File: config.mk
export PLATFORM = sky130hd
export DESIGN_NAME = e1_sa_capture
export DESIGN_NICKNAME = d
export VERILOG_FILES = /design/src/rtl/e1_sa_pkg.sv /design/src/rtl/e1_sa_tap.sv /design/src/rtl/e1_sa_shadow.sv /design/src/rtl/e1_sa_ctrl.sv /design/src/rtl/e1_sa_bank.sv /design/src/rtl/e1_sa_capture.sv
export SDC_FILE = /design/constraint.sdc
export NUM_CORES = 1
export LEC_CHECK = 0
export CELL_PAD_IN_SITES_DETAIL_PLACEMENT = 1
export CELL_PAD_IN_SITES_GLOBAL_PLACEMENT = 2
export CORE_UTILIZATION = 30
export CTS_CLUSTER_SIZE = 16
export DETAILED_ROUTE_END_ITERATION = 12
export PLACE_DENSITY_LB_ADDON = 0.1
export SLEW_MARGIN = 20
export SYNTH_ARGS = -nofsm -noshare
export SYNTH_HDL_FRONTEND = slang
export SYNTH_SLANG_ARGS = --single-unit
File: constraint.sdc
create_clock -name clk -period 2.6 [get_ports clk]
set_input_delay 0.78 -clock clk [delete_from_list [all_inputs] [get_ports clk]]
set_output_delay 0.78 -clock clk [all_outputs]
set_load 0.02 [all_outputs]
File: src/rtl/e1_sa_pkg.sv
package e1_sa_pkg;
  localparam int unsigned SA_LANES     = 5;   // Sa4..Sa8
  localparam int unsigned MF_FRAMES    = 16;  // frames per multiframe
  localparam int unsigned SA_FIRST_POS = 3;   // bit_pos carrying Sa4
  localparam int unsigned TS_WIDTH     = 5;
  localparam int unsigned POS_WIDTH    = 3;
endpackage

File: src/rtl/e1_sa_tap.sv
// Decodes the framer strobes into one write enable per Sa lane plus the
// slot index (odd frame number divided by two).
module e1_sa_tap
  import e1_sa_pkg::*;
#(
  parameter int unsigned NUM_SA    = SA_LANES,
  parameter int unsigned FRAMES    = MF_FRAMES,
  parameter int unsigned FIRST_POS = SA_FIRST_POS,
  localparam int unsigned FW = $clog2(FRAMES),
  localparam int unsigned SW = FW - 1
) (
  input  logic                 bit_en,
  input  logic                 in_sync,
  input  logic [FW-1:0]        frame_num,
  input  logic [TS_WIDTH-1:0]  ts_num,
  input  logic [POS_WIDTH-1:0] bit_pos,
  output logic [NUM_SA-1:0]    lane_we,
  output logic [SW-1:0]        slot
);

  logic odd_ts0_hit;

  always_comb begin
    odd_ts0_hit = bit_en & in_sync & (ts_num == '0) & frame_num[0];
    slot        = frame_num[FW-1:1];
  end

  for (genvar k = 0; k < NUM_SA; k++) begin : g_lane_dec
    assign lane_we[k] = odd_ts0_hit & (bit_pos == POS_WIDTH'(FIRST_POS + k));
  end

endmodule

File: src/rtl/e1_sa_shadow.sv
// Shadow bytes, one per Sa lane, written slot by slot during the multiframe.
module e1_sa_shadow #(
  parameter int unsigned NUM_SA = 5,
  parameter int unsigned SLOTS  = 8,
  localparam int unsigned SW = $clog2(SLOTS)
) (
  input  logic                    clk,
  input  logic                    rst_n,
  input  logic                    in_sync,
  input  logic                    rx_bit,
  input  logic [NUM_SA-1:0]       lane_we,
  input  logic [SW-1:0]           slot,
  output logic [NUM_SA*SLOTS-1:0] shadow
);

  for (genvar g = 0; g < NUM_SA; g++) begin : g_shadow
    logic [SLOTS-1:0] byte_q;
    logic [SLOTS-1:0] byte_d;
    logic             byte_en;

    always_comb begin
      byte_en = ~in_sync | lane_we[g];
      byte_d  = byte_q;
      byte_d[slot] = rx_bit;
      if (!in_sync) begin
        byte_d = '0;
      end
    end

    always_ff @(posedge clk or negedge rst_n) begin
      if (!rst_n) begin
        byte_q <= '0;
      end else if (byte_en) begin
        byte_q <= byte_d;
      end
    end

    assign shadow[g*SLOTS +: SLOTS] = byte_q;
  end

endmodule

File: src/rtl/e1_sa_ctrl.sv
// Boundary sequencing: arm on an aligned boundary, transfer on the next one,
// interrupt pulse and valid flag.
module e1_sa_ctrl (
  input  logic clk,
  input  logic rst_n,
  input  logic mf_start,
  input  logic in_sync,
  output logic xfer,
  output logic irq,
  output logic valid
);

  logic armed_q, armed_d;
  logic loaded_q, loaded_d;
  logic irq_q;

  always_comb begin
    xfer     = mf_start & in_sync & armed_q;
    armed_d  = armed_q;
    loaded_d = loaded_q;
    if (!in_sync) begin
      armed_d  = 1'b0;
      loaded_d = 1'b0;
    end else begin
      if (mf_start) armed_d  = 1'b1;
      if (xfer)     loaded_d = 1'b1;
    end
  end

  always_ff @(posedge clk or negedge rst_n) begin
    if (!rst_n) begin
      armed_q  <= 1'b0;
      loaded_q <= 1'b0;
      irq_q    <= 1'b0;
    end else begin
      armed_q  <= armed_d;
      loaded_q <= loaded_d;
      irq_q    <= xfer;
    end
  end

  assign irq   = irq_q;
  assign valid = loaded_q & in_sync;

endmodule

File: src/rtl/e1_sa_bank.sv
// Processor-visible read bank, loaded from the shadow on transfer only.
module e1_sa_bank #(
  parameter int unsigned WIDTH = 40
) (
  input  logic             clk,
  input  logic             rst_n,
  input  logic             xfer,
  input  logic [WIDTH-1:0] shadow,
  output logic [WIDTH-1:0] bank
);

  logic [WIDTH-1:0] bank_q;

  always_ff @(posedge clk or negedge rst_n) begin
    if (!rst_n) begin
      bank_q <= '0;
    end else if (xfer) begin
      bank_q <= shadow;
    end
  end

  assign bank = bank_q;

endmodule

File: src/rtl/e1_sa_capture.sv
module e1_sa_capture
  import e1_sa_pkg::*;
#(
  parameter int unsigned NUM_SA    = SA_LANES,
  parameter int unsigned FRAMES    = MF_FRAMES,
  parameter int unsigned FIRST_POS = SA_FIRST_POS,
  localparam int unsigned SLOTS  = FRAMES / 2,
  localparam int unsigned FW     = $clog2(FRAMES),
  localparam int unsigned SW     = FW - 1,
  localparam int unsigned BANK_W = NUM_SA * SLOTS
) (
  input  logic                 clk,
  input  logic                 rst_n,
  input  logic                 rx_bit,
  input  logic                 bit_en,
  input  logic [FW-1:0]        frame_num,
  input  logic [TS_WIDTH-1:0]  ts_num,
  input  logic [POS_WIDTH-1:0] bit_pos,
  input  logic                 mf_start,
  input  logic                 t1_mode,
  input  logic                 align_lost,
  output logic [BANK_W-1:0]    sa_bank,
  output logic                 sa_valid,
  output logic                 mf_irq
);

  logic [1:0]        rst_pipe_q;
  logic              rst_n_int;
  logic              in_sync;
  logic [NUM_SA-1:0] lane_we;
  logic [SW-1:0]     slot;
  logic [BANK_W-1:0] shadow;
  logic              xfer;

  // reset: asserted asynchronously, released through two flops
  always_ff @(posedge clk or negedge rst_n) begin
    if (!rst_n) begin
      rst_pipe_q <= '0;
    end else begin
      rst_pipe_q <= {rst_pipe_q[0], 1'b1};
    end
  end
  assign rst_n_int = rst_pipe_q[1];

  assign in_sync = ~t1_mode & ~align_lost;

  e1_sa_tap #(
    .NUM_SA   (NUM_SA),
    .FRAMES   (FRAMES),
    .FIRST_POS(FIRST_POS)
  ) u_tap (
    .bit_en   (bit_en),
    .in_sync  (in_sync),
    .frame_num(frame_num),
    .ts_num   (ts_num),
    .bit_pos  (bit_pos),
    .lane_we  (lane_we),
    .slot     (slot)
  );

  e1_sa_shadow #(
    .NUM_SA(NUM_SA),
    .SLOTS (SLOTS)
  ) u_shadow (
    .clk    (clk),
    .rst_n  (rst_n_int),
    .in_sync(in_sync),
    .rx_bit (rx_bit),
    .lane_we(lane_we),
    .slot   (slot),
    .shadow (shadow)
  );

  e1_sa_ctrl u_ctrl (
    .clk     (clk),
    .rst_n   (rst_n_int),
    .mf_start(mf_start),
    .in_sync (in_sync),
    .xfer    (xfer),
    .irq     (mf_irq),
    .valid   (sa_valid)
  );

  e1_sa_bank #(
    .WIDTH(BANK_W)
  ) u_bank (
    .clk   (clk),
    .rst_n (rst_n_int),
    .xfer  (xfer),
    .shadow(shadow),
    .bank  (sa_bank)
  );

endmodule

==> qor.yml <==
cp_num_buf_inv: 2
hold_violations: 0
grt_usage: 0.156
syn_avg_cell_area_sq_um: 12.7
cts.sinks: 85
drv_cap: 0
drive_gt1_frac: 0.226
end_kind: "primary output"
crit_slowest_cell: "clkdlybuf4s50_1"
syn-instance-count: 291
synth_area_sq_um: 3710
num_vias: 2543
cpPeakStageDelay_ns: 0.44
multi_input_area_sq_um: 1470
p_total_w: 0.00297
io_pins: 61
grt_max_degree: 47
finClkSkew_ns: 0.00424
clock_path_buffers: 2
cts-root-buf: "clkbuf_16"
final_nets: 382
first_iter_violations: 72
path_max_fanout: 2
hold_path_class: "reg -> async"
grtUsageMet2: 0.229
drt_wl_total_um: 8970
cp.required_ns: 1.82
slew_viol_final: 0
crit_family: "buffers and inverters"
crit_type: "in -> out"
antenna_cells: 0
seqCellArea_sq_um: 2130
finalCritPeriodShare: 0.968
clk_pin_slew_ns: 0.06
grtUsageMet3: 0.0305
fillCellCount: 1286
tightest_slew_ns: 0.520
io_buffer_count: 60
start_kind: "primary input"
die_y_um: 113
die_area_sq_um: 12800
use_met1: 0.222
grt_pass1_vias: 2725
rsz0062_at_grt: "no"
ir_drop_mv: 0.337
overflow: 0
clkLatencyLatePin_ns: 0.34
place_ws_ns: -0.371
drc_errors: 0
die_w_um: 113
ys_types: 25
powerDensity_nw_per_um2: 597
rows: 40
initial_core_util: 0.309
ys_warn_count: 0
cts_inserted_buffers: 9
top_usage_layer: "met2"
antenna_found_initial: 0
cp_cell_sequence: "clkdlybuf4s50_1, nor2_2, and2_1, buf_2"
ys_seq_area_frac: 0.573
vias_per_cell: 4.94
grt_pass1_wl_um: 15100
setup_viol: 0
area_delta_synth_final_pct: 34.1
wl_per_cell_um: 17.4
layout_min_cycle_time_ns: 2.52
core_sq_um: 12000
dr.pass1.iters: 3
maxSlewHeadroom: 0.653
ctsHoldBuffers: 0
ant_nets: 0
globalplace.congestion: 0.730
ys_ff_latch: 85
place_hpwl_um: 5790
htree_levels: 3
cts_tree: "done"
syn_nets: 310
fin_ws_ns: 0.0838
worst_hold_slack_ns: 0.306
crit_arrival_ns: 1.74
cellLeakagePower_nw: 2.43
status: "finished, final reports clean"
max_freq_mhz: 397
[synth_stat cells, drive strengths merged]
cell type  number  area [sq um]
clkbuf         14          52.6
nor3b           4          35.0
or2             1          6.26
and3            2          12.5
nor2            1          6.26
nor3            2          15.0
nand4          40           250
o21a            1          7.51
buf             8          65.1
nor4b           3          53.8
and3b           4          35.0
and4bb          1          12.5
nor4bb          1          10.0
and2            1          6.26
nand2          41           154
conb            1          3.75
dfrtp          85          2130
nor2b           1          6.26
mux2           40           450
mux2i          40           400
[where the power goes]
group          leakage (nW)  switching [W]  internal [W]
clock network         0.165       0.000526      0.000963
registers              1.18      0.0000122       0.00133
logic                  1.08      0.0000845     0.0000599
total                  2.43       0.000623       0.00235
[path summary, 6_finish.rpt]
kind,slack (ns),endpoint,cells past startpoint,from
hold / removal,0.31,u_bank.bank[21],0,rst_pipe_q[1]
min in group clk,0.35,rst_pipe_q[1],0,rst_pipe_q[0]
max in group asynchronous,1.66,u_bank.bank[0],1,rst_pipe_q[1]
setup / recovery,0.08,sa_valid,4,align_lost
hold reg to reg,0.31,u_bank.bank[21],0,rst_pipe_q[1]
setup reg to reg,1.36,u_bank.bank[34],3,u_ctrl.armed_q
[metrics by stage]
| stage | instance area [sq um] | std cells | utilization | setup TNS [ns] |
|---|---|---|---|---|
| after floorplan | 3710 | 291 | - | 0 |
| after global placement | 4630 | 499 | 0.385 | -0.404 |
| after detailed placement | 4630 | 499 | 0.385 | -1.48 |
| after CTS | 4970 | 515 | 0.414 | 0 |
| after global routing | 4970 | 515 | 0.414 | 0 |
| final | 4970 | 515 | 0.414 | 0 |
[per-layer routing]
layer  vias to the layer above  wire length (um)
met5                         -                 0
met1                      1291              4470
met2                        41              4120
met3                        12               219
li1                       1199                 -
met4                         0               158
[state kept, by name, summed over array words and instances, names as in the netlist]
register                  count
u_ctrl.irq                    1
u_shadow.g_shadow.byte_q     40
u_bank.bank                  40
u_ctrl.loaded_q               1
rst_pipe_q                    2
u_ctrl.armed_q                1
[repair_timing]
item / CTS / global route
gates resized for setup: 4 / 0
setup endpoints to repair: 1 / 0
buffers inserted: 0 / 0
[cell usage in the layout (no fill, tap or decap), types with 2 or more instances in the layout]
cell and n:
dfrtp_1 84, clkdlybuf4s50_1 59, nand2_1 41, nand4_1 40, mux2i_1 40, mux2_2 34
buf_4 17, clkbuf_16 9, mux2_1 6, buf_12 6, and3b_1 4, nor3b_1 3
bufinv_16 3, nor4b_2 2, clkinvlp_4 2
[cell families (layout without fill, tap and decap cells)]
kind of cell / after synthesis / count (layout) / synth area share
other cells: 1 / 1 / 0.00101
mux: 80 / 80 / 0.229
simple gates: 102 / 102 / 0.163
buf+inv: 22 / 99 / 0.0317
compound gates: 1 / 1 / 0.00202
flops: 85 / 85 / 0.573
[cell type report]
type,instances,area share
clock buffers,10,0.0481
flip-flops and latches,85,0.428
well taps,147,0.0370
clock inverters,6,0.0221
multi-input cells,184,0.295
repair buffers,83,0.170
[worst register-to-register path, stage by stage (launching register included)]
cell	delay [ns]
dfrtp_1	0.34
and3_2	0.24
buf_12	0.18
mux2_2	0.37
No activity file was read; power rests on OpenSTA's default activity.
